## src/rtl/sec_otp_pkg.sv

```systemverilog
`timescale 1ns/1ps
package sec_otp_pkg;
  typedef enum logic [2:0] {
    OP_READ   = 3'd0,
    OP_ENTER  = 3'd1,
    OP_EXIT   = 3'd2,
    OP_PROG   = 3'd3,
    OP_ERASE  = 3'd4,
    OP_PROT   = 3'd5,
    OP_VERIFY = 3'd6,
    OP_NONE   = 3'd7
  } sec_op_e;
endpackage

```

## src/rtl/sec_win_dec.sv

```systemverilog
`timescale 1ns/1ps
// Address-to-window decoder; the window moves with boot option and bus mode.
module sec_win_dec #(
  parameter int ADDR_W          = 22,
  parameter int REGION_WORDS    = 8,
  parameter int BOOT_SECT_BYTES = 8192,
  localparam int WI_W           = $clog2(REGION_WORDS)
) (
  input  logic [ADDR_W-1:0] addr,
  input  logic              top_boot,
  input  logic              byte_mode,
  output logic              hit,
  output logic [WI_W-1:0]   word_idx,
  output logic              hi_sel
);
  localparam longint unsigned WORD_SPAN = 64'd1 << (ADDR_W - 1);
  localparam longint unsigned TOP_WORD  = WORD_SPAN - longint'(BOOT_SECT_BYTES / 2);
  localparam logic [ADDR_W-2:0] TOP_WBASE = (ADDR_W-1)'(TOP_WORD);

  logic [ADDR_W-2:0] wbase;
  logic [ADDR_W-1:0] bbase;
  logic              hit_w;
  logic              hit_b;

  always_comb begin
    wbase = top_boot ? TOP_WBASE : '0;
    bbase = {wbase, 1'b0};
    hit_w = addr[ADDR_W-2:WI_W] == wbase[ADDR_W-2:WI_W];
    hit_b = addr[ADDR_W-1:WI_W+1] == bbase[ADDR_W-1:WI_W+1];
    if (byte_mode) begin
      hit      = hit_b;
      word_idx = addr[WI_W:1];
      hi_sel   = addr[0];
    end else begin
      hit      = hit_w;
      word_idx = addr[WI_W-1:0];
      hi_sel   = 1'b0;
    end
  end
endmodule

```

## src/rtl/sec_otp_array.sv

```systemverilog
`timescale 1ns/1ps
// Region storage: powers up erased, each write can only clear bits.
module sec_otp_array #(
  parameter int REGION_WORDS = 8,
  parameter int WORD_W       = 16,
  localparam int WI_W        = $clog2(REGION_WORDS),
  localparam int BYTE_W      = WORD_W / 2,
  localparam int MEM_W       = REGION_WORDS * WORD_W
) (
  input  logic              clk,
  input  logic              rst_n,
  input  logic              wr_en,
  input  logic [WI_W-1:0]   wr_idx,
  input  logic              wr_byte,
  input  logic              wr_hi,
  input  logic [WORD_W-1:0] wr_data,
  input  logic [WI_W-1:0]   rd_idx,
  output logic [WORD_W-1:0] rd_word,
  output logic [MEM_W-1:0]  mem_flat
);
  logic [WORD_W-1:0] and_mask;

  always_comb begin
    if (!wr_byte)
      and_mask = wr_data;
    else if (wr_hi)
      and_mask = {wr_data[BYTE_W-1:0], {BYTE_W{1'b1}}};
    else
      and_mask = {{BYTE_W{1'b1}}, wr_data[BYTE_W-1:0]};
  end

  for (genvar gi = 0; gi < REGION_WORDS; gi++) begin : g_word
    logic [WORD_W-1:0] cell_q;
    always_ff @(posedge clk or negedge rst_n) begin
      if (!rst_n)
        cell_q <= '1;
      else if (wr_en && (wr_idx == WI_W'(gi)))
        cell_q <= cell_q & and_mask;
    end
    assign mem_flat[gi*WORD_W +: WORD_W] = cell_q;
  end

  assign rd_word = mem_flat[rd_idx*WORD_W +: WORD_W];
endmodule

```

## src/rtl/sec_otp_state.sv

```systemverilog
`timescale 1ns/1ps
// Region-mode flag and the sticky protect lock.
module sec_otp_state (
  input  logic clk,
  input  logic rst_n,
  input  logic enter_ev,
  input  logic exit_ev,
  input  logic protect_ev,
  output logic region_mode,
  output logic locked
);
  always_ff @(posedge clk or negedge rst_n) begin
    if (!rst_n) begin
      region_mode <= 1'b0;
      locked      <= 1'b0;
    end else begin
      if (exit_ev)
        region_mode <= 1'b0;
      else if (enter_ev)
        region_mode <= 1'b1;
      if (protect_ev)
        locked <= 1'b1;
    end
  end
endmodule

```

## src/rtl/sec_otp_ctrl.sv

```systemverilog
`timescale 1ns/1ps
module sec_otp_ctrl
  import sec_otp_pkg::*;
#(
  parameter int ADDR_W          = 22,
  parameter int WORD_W          = 16,
  parameter int REGION_WORDS    = 8,
  parameter int BOOT_SECT_BYTES = 8192,
  localparam int WI_W           = $clog2(REGION_WORDS),
  localparam int BYTE_W         = WORD_W / 2,
  localparam int MEM_W          = REGION_WORDS * WORD_W
) (
  input  logic              clk,
  input  logic              rst_n,
  input  logic              top_boot,
  input  logic              byte_mode,
  input  logic              cmd_valid,
  output logic              cmd_ready,
  input  logic [2:0]        cmd_op,
  input  logic [ADDR_W-1:0] cmd_addr,
  input  logic [WORD_W-1:0] cmd_wdata,
  input  logic              cmd_accel,
  input  logic              cmd_bypass,
  output logic              res_valid,
  input  logic              res_ready,
  output logic [WORD_W-1:0] res_data,
  output logic              res_err,
  output logic              res_hit,
  output logic              err_pulse
);
  sec_op_e           op;
  logic              fire;
  logic              win_hit;
  logic [WI_W-1:0]   word_idx;
  logic              hi_sel;
  logic              region_mode;
  logic              locked_q;
  logic              target;
  logic              prog_req;
  logic              prog_bad;
  logic              erase_bad;
  logic              reject;
  logic              wr_en;
  logic [WORD_W-1:0] rd_word;
  logic [MEM_W-1:0]  mem_flat;
  logic [WORD_W-1:0] rd_view;
  logic [WORD_W-1:0] res_next;

  assign op        = sec_op_e'(cmd_op);
  assign cmd_ready = !res_valid || res_ready;
  assign fire      = cmd_valid && cmd_ready;

  sec_win_dec #(
    .ADDR_W(ADDR_W), .REGION_WORDS(REGION_WORDS), .BOOT_SECT_BYTES(BOOT_SECT_BYTES)
  ) dec_i (
    .addr(cmd_addr), .top_boot(top_boot), .byte_mode(byte_mode),
    .hit(win_hit), .word_idx(word_idx), .hi_sel(hi_sel)
  );

  sec_otp_state state_i (
    .clk(clk), .rst_n(rst_n),
    .enter_ev(fire && op == OP_ENTER),
    .exit_ev(fire && op == OP_EXIT),
    .protect_ev(fire && op == OP_PROT && region_mode),
    .region_mode(region_mode), .locked(locked_q)
  );

  always_comb begin
    target    = region_mode && win_hit;
    prog_req  = fire && op == OP_PROG && target;
    prog_bad  = prog_req && (cmd_accel || cmd_bypass || locked_q);
    erase_bad = fire && op == OP_ERASE && target;
    reject    = prog_bad || erase_bad;
    wr_en     = prog_req && !prog_bad;
  end

  sec_otp_array #(
    .REGION_WORDS(REGION_WORDS), .WORD_W(WORD_W)
  ) array_i (
    .clk(clk), .rst_n(rst_n), .wr_en(wr_en), .wr_idx(word_idx),
    .wr_byte(byte_mode), .wr_hi(hi_sel), .wr_data(cmd_wdata),
    .rd_idx(word_idx), .rd_word(rd_word), .mem_flat(mem_flat)
  );

  always_comb begin
    if (!target)
      rd_view = '1;
    else if (!byte_mode)
      rd_view = rd_word;
    else if (hi_sel)
      rd_view = {{BYTE_W{1'b0}}, rd_word[WORD_W-1:BYTE_W]};
    else
      rd_view = {{BYTE_W{1'b0}}, rd_word[BYTE_W-1:0]};
    case (op)
      OP_READ:   res_next = rd_view;
      OP_VERIFY: res_next = {{(WORD_W-1){1'b0}}, locked_q};
      default:   res_next = '0;
    endcase
  end

  always_ff @(posedge clk or negedge rst_n) begin
    if (!rst_n) begin
      res_valid <= 1'b0;
      res_data  <= '0;
      res_err   <= 1'b0;
      res_hit   <= 1'b0;
      err_pulse <= 1'b0;
    end else begin
      err_pulse <= reject;
      if (fire) begin
        res_valid <= 1'b1;
        res_data  <= res_next;
        res_err   <= reject;
        res_hit   <= (op == OP_READ) && target;
      end else if (res_ready) begin
        res_valid <= 1'b0;
      end
    end
  end
endmodule

```

## config.mk

```make
export PLATFORM = sky130hd
export DESIGN_NAME = sec_otp_ctrl
export DESIGN_NICKNAME = d
export VERILOG_FILES = /design/src/rtl/sec_otp_pkg.sv /design/src/rtl/sec_win_dec.sv /design/src/rtl/sec_otp_array.sv /design/src/rtl/sec_otp_state.sv /design/src/rtl/sec_otp_ctrl.sv
export SDC_FILE = /design/constraint.sdc
export NUM_CORES = 1
export LEC_CHECK = 0
export BUFFER_PORTS_ARGS = -buffer_cell sky130_fd_sc_hd__clkbuf_2
export CORE_MARGIN = 3
export CORE_UTILIZATION = 55
export CTS_CLUSTER_DIAMETER = 60
export CTS_CLUSTER_SIZE = 30
export DETAILED_ROUTE_END_ITERATION = 12
export PLACE_DENSITY = 0.74
export SYNTH_ARGS = -nofsm -noshare
export SYNTH_HDL_FRONTEND = slang
export SYNTH_SLANG_ARGS = --single-unit
```

## constraint.sdc

```tcl
create_clock -name clk -period 3.65 [get_ports clk]
set_clock_uncertainty 0.2 [all_clocks]
set_input_delay 0.1825 -clock clk [delete_from_list [all_inputs] [get_ports clk]]
set_output_delay 0.1825 -clock clk [all_outputs]
set_load 0.03 [all_outputs]
```

==> results, run 1 <==
- The flow ran to the end, and the final reports show no timing, DRC or antenna violations.
- The tightest hold margin is 0.0320 ns.
- The required time of the worst setup path is 3.81 ns.
- The congestion estimate from routability-driven global placement came to 0.930.
- After detailed placement, the total cell area comes to 8500 µm².
- At the pin with the least slew margin, the transition time is 1.02 ns.
- The die boundary width is 127 µm.
- The final-report max-slew violation count was 0.
- The critical path contains buffers and inverters numbering 2 combined.
- The setup TNS after final layout is 0 ns.
- The routed design has 23,700 µm of wire.
- The signal arrival time at the worst endpoint is 2.78 ns.
- The number of buffers inserted by port buffering is 69.
- The tree is rooted in a sky130_fd_sc_hd__clkbuf_16.
- In this run, placement finished with an instance count of 938.
- The worst setup path is launched from a primary input.
- The average instance in the mapped netlist occupies 11.1 µm².
- The initial core utilization is 0.569.
- The maximum clock frequency is 383 MHz.
- The clock buffer count from CTS is 17.
- The first global-routing pass estimated 37,900 µm of wire.
- For this block, the initial DRC count from the detailed router was 730.
- The critical path goes through clkbuf_2 -> buf_4 -> nand2_1 -> nand3_1 -> a211oi_1 -> a2111o_1.
- The number of enable flip-flop cells after synthesis is 0.
- By area the synthesized netlist is led by sky130_fd_sc_hd__dfstp_2, sky130_fd_sc_hd__a21boi_0, sky130_fd_sc_hd__dfrtp_1.
- The most used flip-flop cell after synthesis is sky130_fd_sc_hd__dfstp_2.
- Summed over all layers, the global routing overflow is 0.
- The source of the worst hold timing path is cmd_wdata[5].
- The initial antenna violation count is 0.
- The clock tree from TritonCTS is built.
- Pin placement for this block handled 70 I/O pins.
- The area share of the largest cell type after synthesis is 0.421.
- Of all flip-flops after synthesis, the portion carrying an async set or reset was 1.00.
- The number of gates resized after CTS was 0.
- Setup repair after global routing left no endpoint under its margin.
- The pin count of the biggest net entering global routing is 90.
- The area inside the core boundary is 14,000 µm².
- The H-tree generated during clock tree synthesis spans 4 levels.
- The site row count is 43.
- The worst hold path was traced through 3 stages.
- The smallest clock period supported by the final layout is computed as 2.61 ns.
- The finished cells cover 9210 µm².
- The library cell contributing the largest single delay on the critical path is sky130_fd_sc_hd__a211oi_1.
- For this design the static power due to leakage is 0.00359 µW.
- The post-synthesis instance total is 719.
- Broken down by cell family, the worst path's largest delay share belongs to compound AO/OA/AOI/OAI gates.
- The number of global-route vias before repair is 6,708.
- In the final layout, the share of cells above drive strength 1 is 0.360.
- Once detail routing completed, the nets flagged for antenna violations numbered 0.
- The synthesis-to-finish area growth is 15.4%.
- The floorplan step defined a die boundary enclosing 16,000 µm².
- Counting distinct cell types in the post-synthesis netlist gives 62.
- The number of setup violations in the final report is 0.
- IR analysis of the VDD net gives a maximum drop of 0.351 mV.
- The first-pass detailed-route iteration total is 5.
- In the routed design, unresolved DRC markers number 0.
- The antenna diode instance count is 0.
- The final clock period utilization by the worst path is 0.716.
- STA classifies the critical path endpoint as a flop.
- The worst hold path terminates at array_i.g_word[0].cell_q[5].
- The worst max-slew margin expressed relative to the limit is 0.318.
- The overall power consumption is 3870 µW.
- The count of yosys warnings during synthesis is 0.
- After filler insertion, the fill cell instance count of the layout stands at 1,073.
- For this block, the via count after detailed routing is 6,780.
- The post-CTS setup buffer count is 0.
- The maximum buffer depth of the clock tree is 2.
- The internal reg-to-reg setup slack is 1.13 ns.
- The detailed-route vias per instance is 6.90.
- Clock tree synthesis found a total of 150 sinks.
- After clock tree synthesis, the clock-pin slew on the worst setup and hold paths is 0.06 ns.
- The netlist area before placement is 7990 µm².
- After the last flow step, the layout net total stands at 839.
- The count of final hold-check violations is 0.
- The power density relative to cell area is 421 nW/µm².
- In the global route stage, overall resource usage came out at 0.303.
- The die is 127 µm tall.
- Counting cells, the worst reg-to-reg path comes to 5.
- The number of buffers inserted by hold repair at cts is 13.
- By count the netlist is led by sky130_fd_sc_hd__dfstp_2, sky130_fd_sc_hd__a21boi_0, sky130_fd_sc_hd__mux2i_1.
- sky130_fd_sc_hd__dfstp_2 takes more of the synthesized area than any other cell.
- The average routed wire per standard cell is 24.2 µm.
- The endpoint of the worst-slack reg-to-reg timing path is res_data[3].
- The classification of the worst setup path is primary input to flop.
- The most frequently used cell type in the post-synthesis netlist is sky130_fd_sc_hd__dfstp_2.
- The worst flop-to-flop path startpoint is res_valid.
- The class of the tightest hold or removal check is primary input to flop.
- The register bit total from synthesis is 150.
- In this run the worst path has a maximum fanout of 24.
- At the later pin of the worst-skew pair, clock insertion delay measures 0.43 ns.
- The max-cap violation count is 0.
- The post-synthesis net count is 768.
- For this run, the register share of the synthesized area comes to 0.490.
- The HPWL after detailed placement is 15,800 µm.
- In this design, the stage delay of the slowest critical-path cell is 0.85 ns.
- The non-filler instance count after layout is 983.
-- layer usage --
metal / share of wire / routed length, µm / up-vias / global-route usage
met4: 0.034 / 811 / 0 / 0.123
met3: 0.095 / 2260 / 68 / 0.0602
met5: 0 / 0 / - / 0
li1: - / - / 2897 / -
met1: 0.41 / 9750 / 3434 / 0.421
met2: 0.46 / 10900 / 381 / 0.469
-- power breakdown --
group	total [µW]	internal, µW	switching, µW
combinational	430	131	299
clock	1740	1010	734
sequential	1700	1690	11.6
total	3870	2830	1040
-- worst max path at each step --
stage	from	end	slack, ns	cells after the start
after global routing	byte_mode	array_i.g_word[6].cell_q[7]	0.96	6
after global placement	byte_mode	res_data[4]	0.75	6
after CTS	byte_mode	array_i.g_word[3].cell_q[0]	1.12	6
after floorplan	res_valid	array_i.g_word[0].cell_q[8]	1.33	7
final	byte_mode	res_data[3]	1.04	6
after detailed placement	byte_mode	res_data[4]	0.71	6
-- logic make-up after synthesis --
family          share of synthesized area
compound gates                      0.257
xor+xnor                          0.00329
buf+inv                            0.0359
flops                               0.490
mux                                0.0918
simple gates                        0.122
-- final cells by class --
type / instances / area [µm²] / share of cell area
clock inverter: 14 / 153 / 0.0166
multi-input combinational: 507 / 3790 / 0.411
sequential: 150 / 3910 / 0.425
tap: 180 / 225 / 0.0244
timing repair buffer: 103 / 664 / 0.0721
inverter: 11 / 41.3 / 0.00448
clock buffer: 18 / 429 / 0.0466
-- flip-flops by register name, indices dropped and copies added (netlist names) --
register               count
array_i.g_word.cell_q    128
res_hit                    1
res_err                    1
state_i.locked             1
res_valid                  1
err_pulse                  1
state_i.region_mode        1
res_data                  16
-- placed cells by master (no fill, tap or decap), drive strengths merged, types with 4 or more instances in the layout --
| cell type | count |
|---|---|
| a221o | 5 |
| nand3 | 33 |
| nand4 | 6 |
| buf | 23 |
| a2111o | 5 |
| a211o | 7 |
| a22oi | 10 |
| a2111oi | 4 |
| a211oi | 14 |
| o2111ai | 4 |
| mux2i | 35 |
| mux4 | 11 |
| nor4 | 5 |
| nand3b | 11 |
| a21boi | 127 |
| o31ai | 4 |
| clkinv | 6 |
| nor2 | 20 |
| dlygate4sd3 | 13 |
| o21ai | 9 |
| and3 | 8 |
| nor3 | 36 |
| o211ai | 15 |
| a21oi | 25 |
| nand2 | 28 |
| clkbuf | 85 |
| and2 | 4 |
| nor2b | 5 |
| dfrtp | 22 |
| dfstp | 128 |
| inv | 13 |
| mux2 | 12 |
| nand2b | 9 |
| clkinvlp | 4 |
| o22ai | 16 |
| o32ai | 4 |
-- metrics by stage --
step	utilization	worst slack, ns
2_1_floorplan	-	1.33
3_3_place_gp	0.605	0.747
3_5_place_dp	0.605	0.710
4_1_cts	0.656	1.12
5_1_grt	0.656	0.956
6_report	0.656	1.04
-- worst reg2reg max path, stage by stage, from the launching register on --
cell	delay, ns
sky130_fd_sc_hd__dfrtp_1	0.38
sky130_fd_sc_hd__nand2b_1	0.17
sky130_fd_sc_hd__and2_0	0.34
sky130_fd_sc_hd__nand3_1	0.34
sky130_fd_sc_hd__a211oi_1	0.85
sky130_fd_sc_hd__a2111o_1	0.18
No activity file was read; power rests on OpenSTA's default activity.
==> inputs of run 2 (changes only) <==
ABC_AREA = 1   (was not set)
PLACE_DENSITY = 0.75   (was 0.74)
clock period = 2.7 ns   (was 3.65 ns; I/O delays follow)
==> results, run 2 <==
- The flow ran to the end, and the final reports show no timing, DRC or antenna violations.
- The clock network fraction of total power is 0.490 (+0.040).
- The number of setup violations in the final report is 0 (unchanged).
- The required time of the worst setup path came to 2.81 ns (-1.00 ns).
- The worst setup path is captured at a flop.
- The pin count of the biggest net entering global routing is 81 (-10%).
- The number of library cell types mapped by synthesis is 32 (-48%).
- Setup repair after global routing left no endpoint under its margin.
- The area inside the core boundary is 12,300 µm² (-12%).
- The antenna diode instance count is 0 (unchanged).
- The peak supply drop was 0.730 mV (+110%).
- The critical path goes through clkbuf_2 -> clkinv_2 -> nand2_1 -> nand2_2 -> buf_4 -> nand2_1 -> nand2_1 -> nand2_1 -> nand3_1 -> nand3_1 -> nand3_1 -> nand2_1 -> a21oi_1 -> dlygate4sd3_1.
- The multiplexer fraction of the synthesized cell area is 0 (-0.0918).
- The worst max-slew margin expressed relative to the limit came to 0.488 (+0.170).
- The total number of vias was 6,163 (-9.1%).
- The share of synthesized registers carrying an async set or reset was 1.00 (unchanged).
- The longest individual stage delay on the worst path was 0.56 ns (-0.29 ns).
- The non-filler instance count after layout is 1,106 (+13%).
- The first-iteration detailed-routing DRC count came to 690 (-5.5%).
- The antenna violation net count after detailed routing is 0 (unchanged).
- The register ranked first by flip-flop count is array_i.g_word.cell_q.
- The total internal power came to 4310 µW (+52%).
- The count of yosys warnings during synthesis came to 0 (unchanged).
- The area share of the largest cell type after synthesis was 0.474 (+0.0529).
- The final-report max-slew violation count is 0 (unchanged).
- The worst path in the final design needs a cycle of 2.36 ns, including I/O delays and setup.
- The overall power consumption is 5650 µW (+46%).
- The deepest level of the CTS H-tree is 4 (unchanged).
- The detailed-route vias per instance is 5.57 (-19%).
- The post-synthesis instance total is 822 (+14%).
- The total placed cells including tap cells was 1,053 (+12%).
- The ratio of cells with drive above 1 in the final layout is 0.290 (-0.0699).
- The remaining global-route overflow came to 0 (unchanged).
- The overall fraction of global-route tracks in use is 0.287 (-0.0157).
- The register bit total from synthesis is 150 (unchanged).
- The proportion of total power due to net switching was 0.237 (-0.0331).
- The count of final hold-check violations is 0 (unchanged).
- The first-pass detailed-route iteration total is 5 (unchanged).
- The average routed wire per standard cell was 17.8 µm (-26%).
- The netlist area before placement is 7100 µm² (-11%).
- In the post-synthesis netlist, the biggest area contributors are sky130_fd_sc_hd__dfstp_2, sky130_fd_sc_hd__nand2_1, sky130_fd_sc_hd__dfrtp_1.
- The post-synthesis net count is 871 (+13%).
- The flip-flop count of the largest register, all copies and words added is 128 (unchanged).
- The post-detailed-placement cell area was 7660 µm² (-9.9%).
- The clock-pin slew on the worst setup and hold paths is 0.06 ns (about the same).
- The signal arrival time at the worst endpoint came to 2.47 ns (-0.31 ns).
- The classification of the worst setup path is primary input to flop.
- The internal reg-to-reg setup slack is 0.34 ns (-0.79 ns).
- The final wirelength was 19,700 µm (-17%).
- The share of the synthesized netlist area taken by xor and xnor gates is 0.00370 (+0.000413).
- Static timing analysis puts the maximum clock frequency at 424 MHz.
- The worst reg-to-reg path cell count is 11 (+6).
- The synthesized area divided by synthesized cell count is 8.63 µm² (-22%).
- The most frequent standard cell in the layout excluding fill and tap cells is sky130_fd_sc_hd__nand2_1.
- The global-route wire length before repair came to 31,800 µm (-16%).
- The overall die height is 120 µm (-5.5%).
- TritonCTS built the clock tree.
- The worst hold path belongs to the class primary input to flop.
- The site row count is 40 (-7.0%).
- The critical path startpoint category is a primary input.
- The final clock period utilization by the worst path is 0.875.
- The share of power burned in registers is 0.407 (-0.032).
- The power share of the combinational group was 0.103 (-0.008).
- The sequential element share of the synthesized area was 0.552 (+0.0615).
- The transition time at the pin with the least slew margin was 0.768 ns (-0.255 ns).
- The number of cells on the worst hold path is 4 (+1).
- The setup TNS after final layout is 0 ns (unchanged).
- The buffer cell driving the clock tree root is sky130_fd_sc_hd__clkbuf_16.
- The largest registers in the layout are array_i.g_word.cell_q (128), res_data (16).
- The largest total area in the synthesized netlist belongs to sky130_fd_sc_hd__dfstp_2.
- The number of nets in the layout is 974 (+16%).
- The net switching component of the power came to 1340 µW (+28%).
- The die boundary width came to 120 µm (-5.5%).
- The fraction of the mapped netlist area in simple logic gates is 0.226 (+0.104).
- The number of buffers inserted by port buffering is 69 (unchanged).
- The initial core utilization is 0.576 (+0.00758).
- The area share of fa/ha/maj cells after synthesis is 0 (unchanged).
- The largest individual stage delay along the critical path comes from the cell sky130_fd_sc_hd__dlygate4sd3_1.
- The cell with the most instances on the worst path is sky130_fd_sc_hd__nand2_1.
- The clock buffer count from CTS was 17 (unchanged).
- The initial antenna violation count was 0 (unchanged).
- From synthesis to final layout, the design area changed by 20.7%.
- The destination of the worst hold path is array_i.g_word[0].cell_q[12].
- The maximum buffer depth of the clock tree is 2 (unchanged).
- The HPWL after detailed placement is 12,800 µm (-19%).
- The weighted congestion reported at the end of routability-driven placement is 0.917 (-1.3%).
- The library cells used most frequently in the layout, excluding fill and tap cells, are sky130_fd_sc_hd__nand2_1, sky130_fd_sc_hd__dfstp_2, sky130_fd_sc_hd__nor2_1.
- The share of the synthesized area in compound gates (AO/OA/AOI/OAI) is 0.145 (-0.112).
- The startpoint identified for the worst register-to-register timing path is state_i.region_mode.
- The number of global-route vias before repair is 6,247 (-6.9%).
- The worst register-to-register path ends at res_data[0].
- The commonest cells after synthesis are sky130_fd_sc_hd__nand2_1, sky130_fd_sc_hd__dfstp_2, sky130_fd_sc_hd__nor2_1.
- The DRC violations left is 0 (unchanged).
- The combinational family with the most area after synthesis is simple AND/OR/NAND/NOR gates.
- The leakage power of the design is 0.00435 µW (+21%).
- For this run, the leading register cell type out of synthesis is sky130_fd_sc_hd__dfstp_2.
- The critical-path maximum fanout is 30 (+25%).
- The total non-filler cell area in the finished layout is 8560 µm² (-7.1%).
- The number of top-level design ports is 70 (unchanged).
- In this run the most critical hold path is launched from cmd_wdata[12].
- The number of enable flip-flop cells after synthesis is 0 (unchanged).
- The insertion delay to the later sink of the worst-skew pair was 0.43 ns (about the same).
- The post-route core utilization is 0.695 (+0.0394).
- The die outline area is 14,300 µm² (-11%).
- The number of clock sinks seen by CTS came to 150 (unchanged).
- The max-cap violation count is 0 (unchanged).
- The power density relative to cell area is 660 nW/µm² (+57%).
- By instance count, the leading cell after synthesis is sky130_fd_sc_hd__nand2_1.
==> run 2: cell count changes after synthesis, sizes merged, moves of 14 or more <==
| cell | change |
|---|---|
| o211ai | -15 |
| a21oi | +54 |
| a21boi | -68 |
| nor3 | -33 |
| inv | +77 |
| a211oi | -14 |
| clkbuf | -16 |
| mux2i | -35 |
| nand2 | +169 |
| nor2 | +94 |
| nand3 | +23 |
==> run 2: worst max path at each step <==
stage,to,cells past startpoint,start
2_1_floorplan,array_i.g_word[2].cell_q[10],9,res_valid
3_3_place_gp,res_data[3],14,byte_mode
3_5_place_dp,array_i.g_word[4].cell_q[14],11,byte_mode
6_report,res_data[0],14,byte_mode
5_1_grt,res_data[0],14,byte_mode
4_1_cts,res_data[0],14,byte_mode
==> run 2: per-layer routing <==
layer  vias to the layer above  part of all wire  global-route usage
met5                         -                 0                   0
met4                         0             0.034               0.107
met3                        57             0.073              0.0773
met2                       264              0.49               0.472
met1                      2998              0.40               0.366
li1                       2844                 -                   -
==> run 2: kinds of logic (layout without fill, tap and decap cells) <==
| family | Yosys count | count (layout) |
|---|---|---|
| DFF | 150 | 150 |
| and+or+nand+nor | 380 | 380 |
| AOI/OAI and AO/OA | 171 | 171 |
| xor gates and xnor gates | 3 | 3 |
| buffers and inverters | 118 | 234 |
==> run 2: power by group through the flow <==
stage               Combinational, µW  Clock, µW  Sequential (µW)
global placement                  535          0             2330
global route                      635       2880             2300
detailed placement                543          0             2330
CTS                               576       2780             2300
floorplan                         268          0             2370
finish                            583       2770             2300
==> run 2: timing repair <==
item / 4_1_cts / 5_1_grt
endpoints found under the setup margin: 0 / 1
hold endpoints to repair: 135 / 0
buffers inserted: 0 / 0
hold buffers: 21 / 0
gates resized for setup: 0 / 1
==> run 2: area by class of cell <==
class	instances	area [µm²]
timing repair buffer	114	754
clock buffer	24	502
tap	168	210
clock inverter	8	190
fill	963	3750
inverter	88	332
sequential	150	3910
multi-input combinational	554	2660
==> run 2: through the flow <==
stage	worst slack, ns	hold slack (ns)
after floorplan	0.402	-0.361
after global placement	0.371	0.0233
after detailed placement	0.292	0.0262
after CTS	0.334	0.000661
after global routing	0.0539	0.0254
final	0.339	0.0169
==> run 2: worst max-delay path, delay by kind of cell <==
family                 cells  cell delay (ns)
buffers and inverters      4             1.31
AOI/OAI and AO/OA          1             0.06
and+or+nand+nor            9             0.96
==> inputs of run 3 (changes only) <==
clock period = 2.6 ns   (was 2.7 ns; I/O delays follow)
==> results, run 3 (same netlist as run 2, synthesis figures left out) <==
- The flow ran to the end, and the final reports show no timing, DRC or antenna violations.
- The detailed-route vias per instance is 5.55 (-0.31%).
- The power density relative to cell area is 660 nW/µm² (about the same).
- The weighted congestion reported at the end of routability-driven placement is 0.904 (-1.5%).
- The worst hold path belongs to the class primary input to flop.
- The peak supply drop is 0.541 mV (-26%).
- The number of top-level design ports is 70 (unchanged).
- Timing would allow up to 418 MHz.
- The worst slack after detailed placement is 0.0992 ns (-0.193 ns).
- The largest registers in the layout are array_i.g_word.cell_q (128), res_data (16).
- The site row count was 40 (unchanged).
- The first-iteration detailed-routing DRC count is 551 (-20%).
- The signal arrival time at the worst endpoint came to 2.49 ns (+0.02 ns).
- The cell with the most instances on the worst path is sky130_fd_sc_hd__nand3_1.
- The setup TNS after final layout is 0 ns (unchanged).
- The final wirelength is 19,500 µm (-1.1%).
- The maximum buffer depth of the clock tree is 2 (unchanged).
- The synthesis-to-finish area growth is 20.4%.
- Setup repair after global routing left no endpoint under its margin.
- The longest individual stage delay on the worst path is 0.56 ns (about the same).
- The antenna diode instance count is 0 (unchanged).
- The remaining global-route overflow is 0 (unchanged).
- The insertion delay to the later sink of the worst-skew pair came to 0.42 ns (about the same).
- The worst setup margin is 0.208 ns (-0.131 ns).
- The clock buffer count from CTS is 17 (unchanged).
- The initial core utilization is 0.576 (unchanged).
- The area used by multi-input combinational logic is 2670 µm² (+0.19%).
- The flip-flop count of the largest register, all copies and words added is 128 (unchanged).
- The initial antenna violation count came to 0 (unchanged).
- The number of buffers inserted by port buffering is 69 (unchanged).
- The pin count of the biggest net entering global routing is 55 (-32%).
- The setup path with the least slack is of type flop to flop.
- The HPWL after detailed placement is 13,400 µm (+4.1%).
- The worst max-slew margin expressed relative to the limit came to 0.480 (-0.00755).
- Leaving out fill and tap cells, the most frequent cell in the layout is sky130_fd_sc_hd__nand2_1.
- The average routed wire per standard cell came to 17.5 µm (-1.5%).
- The area inside the core boundary is 12,300 µm² (unchanged).
- The leakage power of the design is 0.00434 µW (-0.25%).
- The clock-pin slew on the worst setup and hold paths was 0.06 ns (about the same).
- The global-route wire length before repair came to 31,900 µm (+0.35%).
- Counting flops per register, the top entry is array_i.g_word.cell_q.
- The overall fraction of global-route tracks in use is 0.286 (-0.00112).
- The die boundary width is 120 µm (unchanged).
- The critical path goes through inv_1 -> nor2_1 -> nand3_1 -> nor2_1 -> nand3_1 -> nor2_4 -> buf_4 -> nand3_1 -> nand2_1 -> a21oi_1 -> dlygate4sd3_1.
- On the critical path, the stage with the largest delay is an instance of sky130_fd_sc_hd__dlygate4sd3_1.
- The total number of vias came to 6,166 (+0.049%).
- The clock tree from TritonCTS is built.
- The number of fillers in the final layout is 1,000 (+3.8%).
- The final-report max-slew violation count is 0 (unchanged).
- The post-CTS setup buffer count came to 0 (unchanged).
- The die outline area was 14,300 µm² (unchanged).
- The required time of the worst setup path is 2.70 ns (-0.11 ns).
- The deepest level of the CTS H-tree is 4 (unchanged).
- The number of nets in the layout is 978 (+0.41%).
- The DRC violations left is 0 (unchanged).
- Of the available clock period, the critical path in the final layout requires 0.920.
- The worst path needs 2.39 ns of the cycle, external delays included.
- The critical path startpoint category is a flop.
- The count of final hold-check violations came to 0 (unchanged).
- The number of global-route vias before repair came to 6,218 (-0.46%).
- The overall die height is 120 µm (unchanged).
- The transition time at the pin with the least slew margin is 0.780 ns (+0.0113 ns).
- The ratio of cells with drive above 1 in the final layout was 0.289 (-0.00123).
- The buffer cell driving the clock tree root is sky130_fd_sc_hd__clkbuf_16.
- The antenna violation net count after detailed routing is 0 (unchanged).
- STA classifies the critical path endpoint as a flop.
- The critical-path maximum fanout is 13 (-57%).
- The max-cap violation count is 0 (unchanged).
- The number of setup violations in the final report is 0 (unchanged).
- The number of clock sinks seen by CTS is 150 (unchanged).
- Leaving out fill and tap cells, the most frequent cells in the layout are sky130_fd_sc_hd__nand2_1, sky130_fd_sc_hd__dfstp_2, sky130_fd_sc_hd__nor2_1.
- The first-pass detailed-route iteration total was 5 (unchanged).
- The sequential cell area in the final layout is 3910 µm² (unchanged).
-- run 3: cell count changes in the layout (fill, tap and decap cells not counted), sizes merged --
cell         change
inv              +2
buf              +3
clkbuf           +1
dlygate4sd3      +1
bufinv           -2
clkinv           -1
-- run 3: path summary, 6_finish.rpt --
check                                               endpoint  slack [ns]                        start  depth (start not counted)
worst max-delay path                             res_data[0]        0.21          state_i.region_mode                         11
worst min-delay path                               res_valid        0.02                    cmd_valid                          4
worst max register to register                   res_data[0]        0.21          state_i.region_mode                         11
worst min register to register   array_i.g_word[0].cell_q[3]        0.25  array_i.g_word[0].cell_q[3]                          2
max in group asynchronous       array_i.g_word[6].cell_q[12]        1.43                        rst_n                          3
min in group asynchronous        array_i.g_word[6].cell_q[5]        0.28                        rst_n                          2
-- run 3: cell type report --
class / instances / share of cell area
Timing Repair Buffer: 118 / 0.0921
Tap cell: 168 / 0.0246
Inverter: 88 / 0.0387
Multi-Input combinational cell: 554 / 0.312
Clock buffer: 25 / 0.0582
Sequential cell: 150 / 0.458
Clock inverter: 7 / 0.0163
-- run 3: metal layers --
metal	vias up	global-route usage	share of wire
li1	2855	-	-
met5	-	0	0
met2	243	0.461	0.48
met1	3029	0.378	0.43
met3	39	0.0664	0.068
met4	0	0.111	0.024
-- run 3: stage by stage --
| step | cells | cell area, µm² | util | power, µW | hold WS (ns) |
|---|---|---|---|---|---|
| final | 1110 | 8540 | 0.694 | 5640 | 0.0182 |
| after global routing | 1110 | 8540 | 0.694 | 5820 | 0.0113 |
| after floorplan | 822 | 7100 | - | 2740 | -0.366 |
| after CTS | 1110 | 8540 | 0.693 | 5660 | 0.000989 |
| after detailed placement | 1056 | 7680 | 0.624 | 2990 | 0.168 |
| after global placement | 1056 | 7680 | 0.624 | 2980 | 0.164 |
-- run 3: power breakdown --
| part | internal [µW] | switching (µW) | total, µW |
|---|---|---|---|
| Sequential | 2370 | 15.9 | 2390 |
| Combinational | 180 | 423 | 603 |
| Clock | 1720 | 933 | 2650 |
-- run 3: worst max-delay path: cells and delay by family (launching register included) --
family	cells	cell delay, ns
compound gates	1	0.05
simple gates	7	0.81
flops	1	0.34
buf+inv	3	0.86
-- run 3: timing repair --
item | in CTS | in global routing
hold buffers | 22 | 0
gates resized for setup | 0 | 1
endpoints found under the setup margin | 0 | 1
hold endpoints to repair | 120 | 0
